## config.mk

```make
export PLATFORM = sky130hd
export DESIGN_NAME = sar_rdout_seq
export DESIGN_NICKNAME = d
export VERILOG_FILES = /design/src/rtl/sar_rdout_pkg.sv /design/src/rtl/sar_conv_timer.sv /design/src/rtl/sar_sclk_gen.sv /design/src/rtl/sar_shift_rx.sv /design/src/rtl/sar_rdout_seq.sv
export SDC_FILE = /design/constraint.sdc
export NUM_CORES = 1
export LEC_CHECK = 0
export BUFFER_PORTS_ARGS = -buffer_cell sky130_fd_sc_hd__buf_2
export CAP_MARGIN = 20
export CORE_AREA = 2 2 78 73
export CTS_BUF_LIST = sky130_fd_sc_hd__clkbuf_16
export DETAILED_ROUTE_END_ITERATION = 10
export DIE_AREA = 0 0 80 75
export GPL_TIMING_DRIVEN = 0
export HOLD_SLACK_MARGIN = 0.03
export PLACE_DENSITY = 0.69
export RECOVER_POWER = 50
export REMOVE_ABC_BUFFERS = 1
export SYNTH_ARGS = -nofsm -noshare
export SYNTH_HDL_FRONTEND = slang
export SYNTH_SLANG_ARGS = --single-unit
export TNS_END_PERCENT = 5
```

## constraint.sdc

```tcl
create_clock -name clk -period 2.2 [get_ports clk]
set_input_delay 0.44 -clock clk [delete_from_list [all_inputs] [get_ports clk]]
set_output_delay 0.44 -clock clk [all_outputs]
set_load 0.005 [all_outputs]
```

## src/rtl/sar_rdout_pkg.sv

```systemverilog
package sar_rdout_pkg;

  typedef enum logic [1:0] {
    ST_IDLE,
    ST_CONV,
    ST_READ,
    ST_DONE
  } seq_st_e;

  // Output container width for a given result width.
  function automatic int cont_w(input int res_w);
    return (res_w > 16) ? 32 : 16;
  endfunction

  // Default conversion times in nanoseconds.
  function automatic int norm_ns(input int res_w);
    return (res_w > 16) ? 500 : 420;
  endfunction

  function automatic int turbo_ns(input int res_w);
    return (res_w > 16) ? 400 : 320;
  endfunction

  // Nanoseconds to system cycles, rounded up, at least one cycle.
  function automatic int ns_to_cyc(input int t_ns, input int clk_ps);
    int c;
    c = (t_ns * 1000 + clk_ps - 1) / clk_ps;
    return (c < 1) ? 1 : c;
  endfunction

endpackage

```

## src/rtl/sar_conv_timer.sv

```systemverilog
module sar_conv_timer #(
  parameter int N_NORM  = 100,
  parameter int N_TURBO = 80
) (
  input  logic clk,
  input  logic rst,
  input  logic load_i,
  input  logic turbo_i,
  input  logic run_i,
  output logic done_o
);
  localparam int N_MAX = (N_NORM > N_TURBO) ? N_NORM : N_TURBO;
  localparam int CW    = $clog2(N_MAX + 1);
  localparam logic [CW-1:0] LD_NORM  = CW'(N_NORM - 1);
  localparam logic [CW-1:0] LD_TURBO = CW'(N_TURBO - 1);

  logic [CW-1:0] cnt_q;

  always_ff @(posedge clk) begin
    if (rst) begin
      cnt_q <= '0;
    end else if (load_i) begin
      cnt_q <= turbo_i ? LD_TURBO : LD_NORM;
    end else if (run_i && (cnt_q != '0)) begin
      cnt_q <= cnt_q - CW'(1);
    end
  end

  assign done_o = run_i && (cnt_q == '0);

endmodule

```

## src/rtl/sar_sclk_gen.sv

```systemverilog
module sar_sclk_gen #(
  parameter int RES_W     = 18,
  parameter int SCLK_HALF = 2,
  parameter bit CPOL      = 1'b0,
  parameter bit CPHA      = 1'b0
) (
  input  logic clk,
  input  logic rst,
  input  logic en_i,
  output logic sclk_o,
  output logic sample_o,
  output logic last_o
);
  localparam int DW = $clog2(SCLK_HALF + 1);
  localparam int NE = 2 * RES_W;
  localparam int EW = $clog2(NE + 1);

  logic [DW-1:0] div_q;
  logic [EW-1:0] edg_q;
  logic          lvl_q;
  logic          tick_w;

  assign tick_w = en_i && (div_q == DW'(SCLK_HALF - 1));

  always_ff @(posedge clk) begin
    if (rst || !en_i) begin
      div_q <= '0;
      edg_q <= '0;
      lvl_q <= CPOL;
    end else if (tick_w) begin
      div_q <= '0;
      edg_q <= edg_q + EW'(1);
      lvl_q <= ~lvl_q;
    end else begin
      div_q <= div_q + DW'(1);
    end
  end

  // Even transition index = leading edge, odd = trailing edge.
  assign sample_o = tick_w && (edg_q[0] == CPHA);
  assign last_o   = tick_w && (edg_q == EW'(NE - 1));
  assign sclk_o   = lvl_q;

endmodule

```

## src/rtl/sar_shift_rx.sv

```systemverilog
module sar_shift_rx #(
  parameter int RES_W      = 18,
  parameter int OUT_W      = 32,
  parameter bit SIGNED_RES = 1'b1
) (
  input  logic             clk,
  input  logic             rst,
  input  logic             shift_i,
  input  logic             bit_i,
  output logic [OUT_W-1:0] word_o
);
  logic [RES_W-1:0] sh_q;

  always_ff @(posedge clk) begin
    if (rst) begin
      sh_q <= '0;
    end else if (shift_i) begin
      sh_q <= {sh_q[RES_W-2:0], bit_i};
    end
  end

  generate
    if (OUT_W == RES_W) begin : g_exact
      assign word_o = sh_q;
    end else if (SIGNED_RES) begin : g_sext
      assign word_o = {{(OUT_W - RES_W){sh_q[RES_W-1]}}, sh_q};
    end else begin : g_zext
      assign word_o = {{(OUT_W - RES_W){1'b0}}, sh_q};
    end
  endgenerate

endmodule

```

## src/rtl/sar_rdout_seq.sv

```systemverilog
module sar_rdout_seq #(
  parameter int RES_W       = 18,
  parameter bit SIGNED_RES  = 1'b1,
  parameter int CLK_PS      = 5000,
  parameter int T_NORM_NS   = sar_rdout_pkg::norm_ns(RES_W),
  parameter int T_TURBO_NS  = sar_rdout_pkg::turbo_ns(RES_W),
  parameter bit FORCE_TURBO = 1'b0,
  parameter int SCLK_HALF   = 2,
  parameter bit CPOL        = 1'b0,
  parameter bit CPHA        = 1'b0
) (
  input  logic clk,
  input  logic rst,
  input  logic start_i,
  input  logic turbo_i,
  output logic busy_o,
  output logic cnv_o,
  output logic cs_n_o,
  output logic sclk_o,
  input  logic sdo_i,
  output logic [sar_rdout_pkg::cont_w(RES_W)-1:0] data_o,
  output logic valid_o
);
  import sar_rdout_pkg::*;

  localparam int OUT_W   = cont_w(RES_W);
  localparam int N_NORM  = ns_to_cyc(T_NORM_NS, CLK_PS);
  localparam int N_TURBO = ns_to_cyc(T_TURBO_NS, CLK_PS);

  seq_st_e          st_q;
  logic             valid_q;
  logic [OUT_W-1:0] data_q;

  // Named internal events
  logic             accept_w;
  logic             conv_done_w;
  logic             bit_take_w;
  logic             last_edge_w;
  logic             in_read_w;
  logic [OUT_W-1:0] word_w;

  assign accept_w  = (st_q == ST_IDLE) && start_i;
  assign in_read_w = (st_q == ST_READ);

  sar_conv_timer #(
    .N_NORM (N_NORM),
    .N_TURBO(N_TURBO)
  ) i_timer (
    .clk    (clk),
    .rst    (rst),
    .load_i (accept_w),
    .turbo_i(turbo_i | FORCE_TURBO),
    .run_i  (st_q == ST_CONV),
    .done_o (conv_done_w)
  );

  sar_sclk_gen #(
    .RES_W    (RES_W),
    .SCLK_HALF(SCLK_HALF),
    .CPOL     (CPOL),
    .CPHA     (CPHA)
  ) i_sclk (
    .clk     (clk),
    .rst     (rst),
    .en_i    (in_read_w),
    .sclk_o  (sclk_o),
    .sample_o(bit_take_w),
    .last_o  (last_edge_w)
  );

  sar_shift_rx #(
    .RES_W     (RES_W),
    .OUT_W     (OUT_W),
    .SIGNED_RES(SIGNED_RES)
  ) i_shift (
    .clk    (clk),
    .rst    (rst),
    .shift_i(bit_take_w),
    .bit_i  (sdo_i),
    .word_o (word_w)
  );

  always_ff @(posedge clk) begin
    if (rst) begin
      st_q    <= ST_IDLE;
      valid_q <= 1'b0;
      data_q  <= '0;
    end else begin
      valid_q <= (st_q == ST_DONE);
      if (st_q == ST_DONE) data_q <= word_w;
      unique case (st_q)
        ST_IDLE: if (start_i)     st_q <= ST_CONV;
        ST_CONV: if (conv_done_w) st_q <= ST_READ;
        ST_READ: if (last_edge_w) st_q <= ST_DONE;
        ST_DONE:                  st_q <= ST_IDLE;
        default:                  st_q <= ST_IDLE;
      endcase
    end
  end

  assign cnv_o   = (st_q == ST_CONV) || (st_q == ST_READ);
  assign cs_n_o  = !in_read_w;
  assign busy_o  = (st_q != ST_IDLE);
  assign data_o  = data_q;
  assign valid_o = valid_q;

  AST_RST_IDLE: assert property (@(posedge clk) disable iff (rst)
    $past(rst) |-> (!cnv_o && cs_n_o && !busy_o && !valid_o));
  AST_CNV_COVERS_CS: assert property (@(posedge clk) disable iff (rst)
    !cs_n_o |-> cnv_o);
  AST_CS_AFTER_WAIT: assert property (@(posedge clk) disable iff (rst)
    $fell(cs_n_o) |-> $past(conv_done_w));
  AST_SCLK_IDLE: assert property (@(posedge clk) disable iff (rst)
    cs_n_o |-> (sclk_o == CPOL));
  AST_VALID_PULSE: assert property (@(posedge clk) disable iff (rst)
    valid_o |=> !valid_o);
  AST_START_IGNORED: assert property (@(posedge clk) disable iff (rst)
    (busy_o && start_i) |=> !$rose(cnv_o));

endmodule

```

* Yosys cells after proc, flatten, opt, wreduce, memory -nomap -nowiden *
Index checks and enable logic that the tools add are counted.
W data, S select, Z words.

cells by class
  eq/ne operators = 8
  mux-type cells = 7
  reduce and logical (&&, ||, !) cells = 16
  $add $sub $neg = 3
  bitwise logic cells = 2

operators by type and width
  operator               count
  $mux W7                2
  $pmux W2 S4            1
  $logic_not A7 Y1       1
  $reduce_bool A7 Y1     1
  $sub A7 B1 Y7 const B  1
  $add A6 B1 Y6 const B  1
  $eq A6 B6 Y1 const B   1
  $logic_and A1 B1 Y1    6
  $mux W2                3
  $mux W6                1
  $ne A2 B2 Y1 const B   3
  $eq A2 B1 Y1 const B   2
  $eq A2 B2 Y1 const B   2
  $reduce_bool A2 Y1     2
  $reduce_and A3 Y1      1
  $add A2 B1 Y2 const B  1
  $logic_not A2 Y1       1
  $logic_or A1 B1 Y1     2
  $not A1 Y1             2
  $reduce_or A2 Y1       1
  $logic_not A1 Y1       1

storage, ports and cells
  register bits after elaboration = 55
  bits of input ports = 5

* Logic depth before layout (Yosys ltp) *
Gate-level depths: netlist of run 1.

  depth after elaboration = 5
  depth in mapped cells = 9

* Cells and area by module *
From an unflattened synthesis of run 1, not the netlist that was laid out.

second synthesis, totals
  cell total of the unflattened synthesis = 293
  area, all modules = 2,936.6 µm²

modules (own cells, without submodules)
  module          cells each  area an instance (µm²)  seq. area each (µm²)  instances
  sar_rdout_seq   130         1,361.3                 700.7                 1
  sar_shift_rx    72          754.5                   360.3                 1
  sar_conv_timer  48          416.6                   140.1                 1
  sar_sclk_gen    43          404.1                   180.2                 1

* Least setup slack after synthesis of run 1 *
OpenSTA, ideal clock, no wires.

  kind = reg-to-reg
  start = register i_timer.cnt_q[2]
  end = register i_timer.cnt_q[1]
  clock period less this slack = 1,611 ps
  data required time = 2,130 ps
  slack = 589 ps
  arrival = 1,540 ps
  stages on the path, launching flop included = 5
  path through = dfxtp_1 -> or4_4 -> o21ai_4 -> mux2_2 -> a21oi_1

on the way
  longest elaborated chain between the ends = 3

ends and longest elaborated chain
  what                                 RTL line              text
  from (decl)                          sar_conv_timer.sv:17  logic [CW-1:0] cnt_q;
  from (signal assigned)               sar_conv_timer.sv:23  cnt_q <= turbo_i ? LD_TURBO : LD_NORM;
  from (signal assigned)               sar_conv_timer.sv:25  cnt_q <= cnt_q - CW'(1);
  $reduce_bool A7 Y1                   sar_conv_timer.sv:24  end else if (run_i && (cnt_q != '0)) begin
  $logic_and A1 B1 Y1                  sar_conv_timer.sv:24
  $reduce_bool A2 Y1 (no source line)  n/a

No other way between the ends.
A chain may end at the register's enable or synchronous reset.

* Worst setup path in the final report of run 1 *
  start = register st_q[0]
  end = register i_shift.sh_q[0]

on the way
  longest elaborated chain between the ends = 3

ends and longest elaborated chain
  what                    RTL line             text
  from (decl)             sar_rdout_seq.sv:30  seq_st_e st_q;
  from (signal assigned)  sar_rdout_seq.sv:85  st_q <= ST_IDLE;
  from (signal assigned)  sar_rdout_seq.sv:92  ST_IDLE: if (start_i) st_q <= ST_CONV;
  from (signal assigned)  sar_rdout_seq.sv:93  ST_CONV: if (conv_done_w) st_q <= ST_READ;
  $eq A2 B2 Y1            sar_rdout_seq.sv:43  assign in_read_w = (st_q == ST_READ);
  $logic_and A1 B1 Y1     sar_sclk_gen.sv:23   assign tick_w = en_i && (div_q == DW'(SCLK_HALF - 1));
  $logic_and A1 B1 Y1     sar_sclk_gen.sv:40   assign sample_o = tick_w && (edg_q[0] == CPHA);
  to (signal assigned)    sar_shift_rx.sv:18   sh_q <= {sh_q[RES_W-2:0], bit_i};
  to (decl)               sar_shift_rx.sv:12   logic [RES_W-1:0] sh_q;

No other way between the ends.

==> reports/metrics.yaml, run 1 <==
worst_setup_path:
  worst_ep_arrival_time_ps: 2080
  endpoint_kind: "flip-flop"
  cp_cell_sequence: "inv_1 > ha_1 > and2_1 > nand2b_1 > nand2_1 > a21oi_1"
  path_class: "reg -> reg"
  r2r_setup_slack_ps: 330
  rr_worst_depth: 6
  startpoint_type: "flip-flop"
  path_max_fanout: 19
  critPathSlowestCell: "nand2b_1"
  reg2reg_to: "i_shift.sh_q[0]"
  r2r_start: "st_q[0]"
  cpPeakStageDelay_ps: 540
  path_buf_inv: 1
  cpLargestDelayFamily: "simple AND/OR/NAND/NOR gates"
  crit_required_ps: 2410
timing:
  slew_headroom_pct: 47.2
  fmax_mhz: 535
  setup_violations: 0
  final_max_slew_viol_count: 0
  fin_skew_ps: 5.54
  min_period_over_period_pct: 85.0
  worst_pin_slew_ps: 792
  rsz0062_at_grt: "false"
  hold_viol: 0
  setup_tns_ps: 0
  period_needed_ps: 1870
  fin_ws_ps: 329
die:
  die_w_um: 80
  placeableCoreArea_mm2: 0.00513
  die_area_mm2: 0.00600
  io_pins: 42
  die_h_um: 75
  fp-row-count: 25
  start_util_pct: 44.2
yosys:
  synth_seq_cells: 55
  yosys_warnings: 0
  syn_inst: 251
  synth_area_mm2: 0.00227
  synth_cell_types: 35
  synth.yosys.seq_area_share_pct: 48.6
  syn_area_per_cell_um2: 9.03
run:
  drv_cap: 0
final_layout:
  most-common-layout-cells: "dfxtp_1, nand2_1, nor2_1, buf_2, a21oi_1"
  design_area_mm2: 0.00261
  final_common_cell: "dfxtp_1"
  final_nets: 288
  areaGrowthSynthToFinish_pct: 15.1
  diodes: 0
  drive_gt1_share_pct: 14.8
clock_network:
  cts_tree: "done"
  clock-sinks: 55
  cts_made_buffers: 5
  cts_htree_levels: 2
  cts_hold_buffers: 0
  clk_pin_slew_ps: 70
  cts_setup_buffers: 0
  cts_root_buf: "clkbuf_16"
  clock_latency_ps: 290
  cts_buffer_depth: 2
  cts_resized: 0
run_status:
  status: "finished, final reports clean"
power_and_ir_drop:
  cellPowerDensity_mw_per_mm2: 1030
  vdd_drop_max_v: 0.000383
  p_leak_uw: 0.000995
worst_hold_path:
  hold_class: "in -> reg"
  min_to: "i_timer.cnt_q[4]"
  min_from: "start_i"
  hold_depth: 2
route:
  routed_via_density: 4.81
  dr.pass1.iters: 4
  post-route-drc-count: 0
  ant_nets: 0
  wl_um: 3840
  drt-initial-drc-count: 33
  vias: 1653
  wl_per_cell_um: 11.2
global_routing:
  grt_max_degree: 47
  grt_usage_pct: 13.7
  grt_pass1_wl_um: 6300
  antenna_found_initial: 0
  first_global_vias: 1397
  grt-ovfl-total: 0
placement:
  dpl_cell_area_mm2: 0.00241
  portBuffers: 41
  dpl.hpwl_um: 2550
  dp_worst_setup_slack_ps: 340
  gp_congestion: 0.753
[per-layer routing]
metal / vias to the layer above / GRT usage [%] / share of wire, %
met5: - / 0 / 0
met4: 0 / 5.65 / 1.2
met3: 5 / 4.32 / 5.0
met2: 43 / 22.3 / 46
met1: 735 / 17.0 / 48
li1: 870 / - / -
[state kept, by name, summed over array words and instances (netlist names)]
signal / flops
i_timer.cnt_q: 7
i_sclk.div_q: 2
valid_o: 1
i_sclk.sclk_o: 1
i_sclk.edg_q: 6
st_q: 2
data_o: 18
i_shift.sh_q: 18
[through the flow]
step	power, uW	util (%)	hold slack, ps	std cells
final	2700	50.9	388	344
after global routing	2860	50.9	386	344
after CTS	2730	50.7	375	343
after detailed placement	1740	47.0	427	335
after global placement	1720	46.8	419	334
after floorplan	1590	-	408	226
[cell usage after synthesis (all sizes together)]
cell type / n / area (um2)
dfxtp: 55 / 1100
nand2: 48 / 180
nor2: 29 / 109
a21oi: 22 / 110
buf: 21 / 139
mux2i: 20 / 200
inv: 9 / 33.8
ha: 7 / 87.6
xor2: 5 / 43.8
clkbuf: 4 / 15.0
xnor2: 4 / 35.0
nor3: 3 / 15.0
a211oi: 2 / 15.0
nand2b: 2 / 12.5
nand4: 2 / 12.5
o21ai: 2 / 21.3
a221oi: 1 / 8.76
a22o: 1 / 8.76
a311oi: 1 / 8.76
a31oi: 1 / 6.26
and2: 1 / 6.26
and3: 1 / 6.26
mux2: 1 / 11.3
nand4b: 1 / 8.76
nor2b: 1 / 6.26
o2111a: 1 / 12.5
o2111ai: 1 / 8.76
o211ai: 1 / 7.51
o21a: 1 / 7.51
o41ai: 1 / 8.76
or3: 1 / 7.51
or4: 1 / 11.3
[logic make-up (layout without fill, tap and decap cells)]
family,after synthesis,after routing,synth area share [%]
mux,21,21,9.33
buf+inv,34,60,8.28
flops,55,55,48.6
xor+xnor,9,9,3.48
compound gates,35,35,9.88
fa+ha+maj,7,7,3.87
simple gates,90,90,16.6
[report_power, final]
group | switching, uW | total [uW] | internal (uW)
combinational | 328 | 589 | 261
sequential | 58.2 | 1120 | 1060
clock | 339 | 987 | 648
total | 725 | 2700 | 1970
[area by class of cell]
class                      instances  area [um2]
clock buffer                       5         125
multi-input combinational        162         973
fill                             493        2520
inverter                           9        33.8
timing repair buffer              43         228
tap                               67        83.8
sequential                        55        1100
clock inverter                     3        63.8
[worst max path at each step]
| stage | startpoint | cells after the start | slack (ps) | end |
|---|---|---|---|---|
| final | st_q[0] | 6 | 330 | i_shift.sh_q[0] |
| after global routing | st_q[0] | 6 | 100 | i_shift.sh_q[17] |
| after CTS | st_q[0] | 6 | 300 | i_shift.sh_q[0] |
| after detailed placement | st_q[0] | 6 | 340 | i_shift.sh_q[0] |
| after global placement | st_q[0] | 6 | 210 | i_shift.sh_q[10] |
| after floorplan | i_timer.cnt_q[2] | 4 | 590 | i_timer.cnt_q[1] |
(Power assumes the default switching activity.)
==> run 2, diff against run 1 <==
--- a/config.mk
+++ b/config.mk
@@ -5,15 +5,16 @@
 export SDC_FILE = /design/constraint.sdc
 export NUM_CORES = 1
 export LEC_CHECK = 0
+export ABC_AREA = 1
 export BUFFER_PORTS_ARGS = -buffer_cell sky130_fd_sc_hd__buf_2
 export CAP_MARGIN = 20
-export CORE_AREA = 2 2 78 73
+export CORE_AREA = 2 2 79 74
 export CTS_BUF_LIST = sky130_fd_sc_hd__clkbuf_16
 export DETAILED_ROUTE_END_ITERATION = 10
-export DIE_AREA = 0 0 80 75
+export DIE_AREA = 0 0 81 76
 export GPL_TIMING_DRIVEN = 0
 export HOLD_SLACK_MARGIN = 0.03
-export PLACE_DENSITY = 0.69
+export PLACE_DENSITY = 0.71
 export RECOVER_POWER = 50
 export REMOVE_ABC_BUFFERS = 1
 export SYNTH_ARGS = -nofsm -noshare
==> constraint.sdc (replaced) <==
create_clock -name clk -period 1.6 [get_ports clk]
set_input_delay 0.32 -clock clk [delete_from_list [all_inputs] [get_ports clk]]
set_output_delay 0.32 -clock clk [all_outputs]
set_load 0.005 [all_outputs]
==> run 2 against run 1 <==
  * Total power is 47% higher
  * Worst setup slack worse by 240 ps
  * Worst hold slack worse by 130 ps
  * Register-to-register slack worse by 170 ps
  * Flip-flop and latch count stayed put
  * Combinational power is 90% higher
  * Clock skew is 2.2 ps lower
  * Area after synthesis is 2.3% higher
  * Global-route usage is 1.6 points higher
  * Largest cell class unchanged
  * Highest routed layer unchanged
  * Clock power is 11% higher
==> reports/metrics.yaml, run 2 <==
run_status:
  status: "finished, final reports clean"  # unchanged
placement:
  portBuffers: 41  # unchanged
  dp_cells: 388  # was 335
  dpl.hpwl_um: 2820  # was 2550 um
  gp_congestion: 0.822  # was 0.753
  dp_worst_setup_slack_ps: -495  # was 340 ps
worst_setup_path:
  path_class: "reg -> out"  # was reg -> reg
  endpoint_kind: "output pin"  # was flip-flop
  path_max_fanout: 3  # was 19
  critPathSlowestCell: "dfxtp_2"  # was nand2b_1
  cpLargestDelayFamily: "flip-flops"  # was simple AND/OR/NAND/NOR gates
  cp_cell_sequence: "inv_1 > ha_1 > inv_2 > buf_2"  # was inv_1 > ha_1 > and2_1 > nand2b_1 > nand2_1 > a21oi_1
  crit_required_ps: 1280  # was 2410 ps
  startpoint_type: "flip-flop"  # unchanged
  cpPeakStageDelay_ps: 330  # was 540 ps
  path_buf_inv: 3  # was 1
  worst_ep_arrival_time_ps: 1190  # was 2080 ps
yosys:
  synth_area_mm2: 0.00232  # was 0.00227 mm2
  synth_edf_count: 0  # unchanged
  syn_area_per_cell_um2: 7.72  # was 9.03 um2
  syn_inst: 300  # was 251
  ys.flop_type: "dfxtp_1"  # unchanged
  synth_top_area_share_pct: 47.5  # was 48.6%
  yosysMostFrequentCell: "nor2_1"  # was dfxtp_1
  ys_top_cells_by_area: "dfxtp_1, nor2_1, o21ai_0, buf_4, ha_1"  # was dfxtp_1, mux2i_1, nand2_1, a21oi_1, nor2_1
  synth.yosys.seq_area_share_pct: 47.5  # was 48.6%
  synth_seq_cells: 55  # unchanged
  yosys_warnings: 0  # unchanged
  async_reset_ff_share_pct: 0  # unchanged
  yosysTopAreaCell: "dfxtp_1"  # unchanged
  synth_commonest_cells: "nor2_1, dfxtp_1, o21ai_0"  # was dfxtp_1, nand2_1, nor2_1
  synth_cell_types: 28  # was 35
clock_network:
  cts_hold_buffers: 0  # unchanged
  clock_latency_ps: 300  # was 290 ps
  cts_made_buffers: 5  # unchanged
  cts_buffer_depth: 2  # unchanged
  clock-sinks: 55  # unchanged
  cts_root_buf: "clkbuf_16"  # unchanged
  clk_pin_slew_ps: 70  # about the same
  cts_tree: "done"  # unchanged
  cts_htree_levels: 2  # unchanged
timing:
  min_period_over_period_pct: 94.2
  rsz0062_at_grt: "true"  # was false
  fin_ws_ps: 93.5  # was 329 ps
  slew_headroom_pct: 32.1  # was 47.2%
  setup_violations: 0  # unchanged
  final_max_slew_viol_count: 0  # unchanged
  worst_pin_slew_ps: 1020  # was 792 ps
  period_needed_ps: 1510
  hold_viol: 0  # unchanged
  fmax_mhz: 664
  fin_skew_ps: 3.32  # was 5.54 ps
die:
  fp-row-count: 26  # was 25
  die_h_um: 76  # was 75 um
  die_w_um: 81  # was 80 um
  io_pins: 42  # unchanged
  placeableCoreArea_mm2: 0.00540  # was 0.00513 mm2
  start_util_pct: 42.9  # was 44.2%
  die_area_mm2: 0.00616  # was 0.00600 mm2
final_layout:
  final_nets: 339  # was 288
  areaGrowthSynthToFinish_pct: 13.4  # was 15.1%
  diodes: 0  # unchanged
  multi_input_area_um2: 975  # was 973 um2
  final_common_cell: "nor2_1"  # was dfxtp_1
  seqCellArea_mm2: 0.00110  # about the same
  fillerInstances: 566  # was 493
  drive_gt1_share_pct: 18.6  # was 14.8%
  most-common-layout-cells: "nor2_1, dfxtp_1, o21ai_0, buf_2, inv_1"  # was dfxtp_1, nand2_1, nor2_1, buf_2, a21oi_1
  stdcell_count: 398  # was 344
route:
  dr.pass1.iters: 4  # unchanged
  ant_nets: 0  # unchanged
  vias: 1872  # was 1653
  drt-initial-drc-count: 104  # was 33
  routed_via_density: 4.70  # was 4.81
  post-route-drc-count: 0  # unchanged
  wl_um: 4350  # was 3840 um
  wl_per_cell_um: 10.9  # was 11.2 um
worst_hold_path:
  hold_class: "in -> reg"  # unchanged
power_and_ir_drop:
  cellPowerDensity_mw_per_mm2: 1500  # was 1030 mW/mm2
  vdd_drop_max_v: 0.000641  # was 0.000383 V
  p_leak_uw: 0.00131  # was 0.000995 uW
global_routing:
  grt_pass1_wl_um: 7550  # was 6300 um
  grt-ovfl-total: 0  # unchanged
  antenna_found_initial: 0  # unchanged
  first_global_vias: 1682  # was 1397
  grt_usage_pct: 15.3  # was 13.7%
  grt_max_degree: 43  # was 47
run:
  drv_cap: 0  # unchanged
-- run 2: stage by stage --
| step | power (uW) | hold WS (ps) | TNS (ps) | instance area [um2] | utilization (%) |
|---|---|---|---|---|---|
| final | 3950 | 254 | 0 | 2630 | 48.7 |
| after global routing | 4250 | 252 | -15.0 | 2630 | 48.7 |
| after CTS | 3980 | 247 | 0 | 2610 | 48.2 |
| after detailed placement | 2860 | 426 | -9050 | 2450 | 45.4 |
| after global placement | 2830 | 416 | -8640 | 2450 | 45.4 |
| after floorplan | 2500 | 389 | 0 | 2160 | - |
-- run 2: power by group --
part | internal [uW] | total (uW) | switching [uW] | leakage [uW]
combinational | 457 | 1120 | 665 | 0.000790
clock | 589 | 1100 | 515 | 0.0000734
sequential | 1580 | 1730 | 145 | 0.000447
-- run 2: per-layer routing --
metal / share of wire, % / wire length (um) / GRT usage (%) / up-vias
li1: - / - / - / 1002
met1: 49 / 2140 / 20.0 / 833
met2: 45 / 1970 / 23.6 / 30
met3: 4.1 / 177 / 5.21 / 7
met4: 1.4 / 61 / 5.08 / 0
met5: 0 / 0 / 0 / -
-- run 2: worst paths after layout --
check,start,endpoint,slack (ps),cells past startpoint
setup reg to reg,i_timer.cnt_q[0],i_timer.cnt_q[0],160,9
hold / removal,sdo_i,i_shift.sh_q[0],250,3
setup / recovery,st_q[0],cs_n_o,90,4
hold reg to reg,i_sclk.div_q[0],i_sclk.div_q[0],440,1
-- run 2: cells by family (layout without fill, tap and decap cells) --
| logic type | after synthesis | in the layout | share of synthesized area [%] |
|---|---|---|---|
| adders and majority gates | 7 | 7 | 3.78 |
| and+or+nand+nor | 134 | 134 | 24.9 |
| DFF | 55 | 55 | 47.5 |
| AOI/OAI and AO/OA | 56 | 56 | 12.4 |
| xor gates and xnor gates | 2 | 2 | 0.756 |
| buffers and inverters | 46 | 74 | 10.6 |
-- run 2: layout make-up --
| class | count | share of cell area (%) |
|---|---|---|
| Tap cell | 70 | 3.33 |
| Multi-Input combinational cell | 199 | 37.1 |
| Clock buffer | 5 | 4.76 |
| Sequential cell | 55 | 42.0 |
| Clock inverter | 3 | 0.904 |
| Inverter | 23 | 3.38 |
| Timing Repair Buffer | 43 | 8.57 |
-- run 2: worst min-delay path, delay by kind of cell --
| family | cells | cell delay (ps) |
|---|---|---|
| simple gates | 2 | 120 |
| buf+inv | 1 | 80 |
-- run 2: what timing repair did --
action | 4_1_cts | 5_1_grt
pin swaps | 0 | 1
gates resized for setup | 3 | 7
endpoints found under the setup margin | 19 | 30
setup buffers | 0 | 2
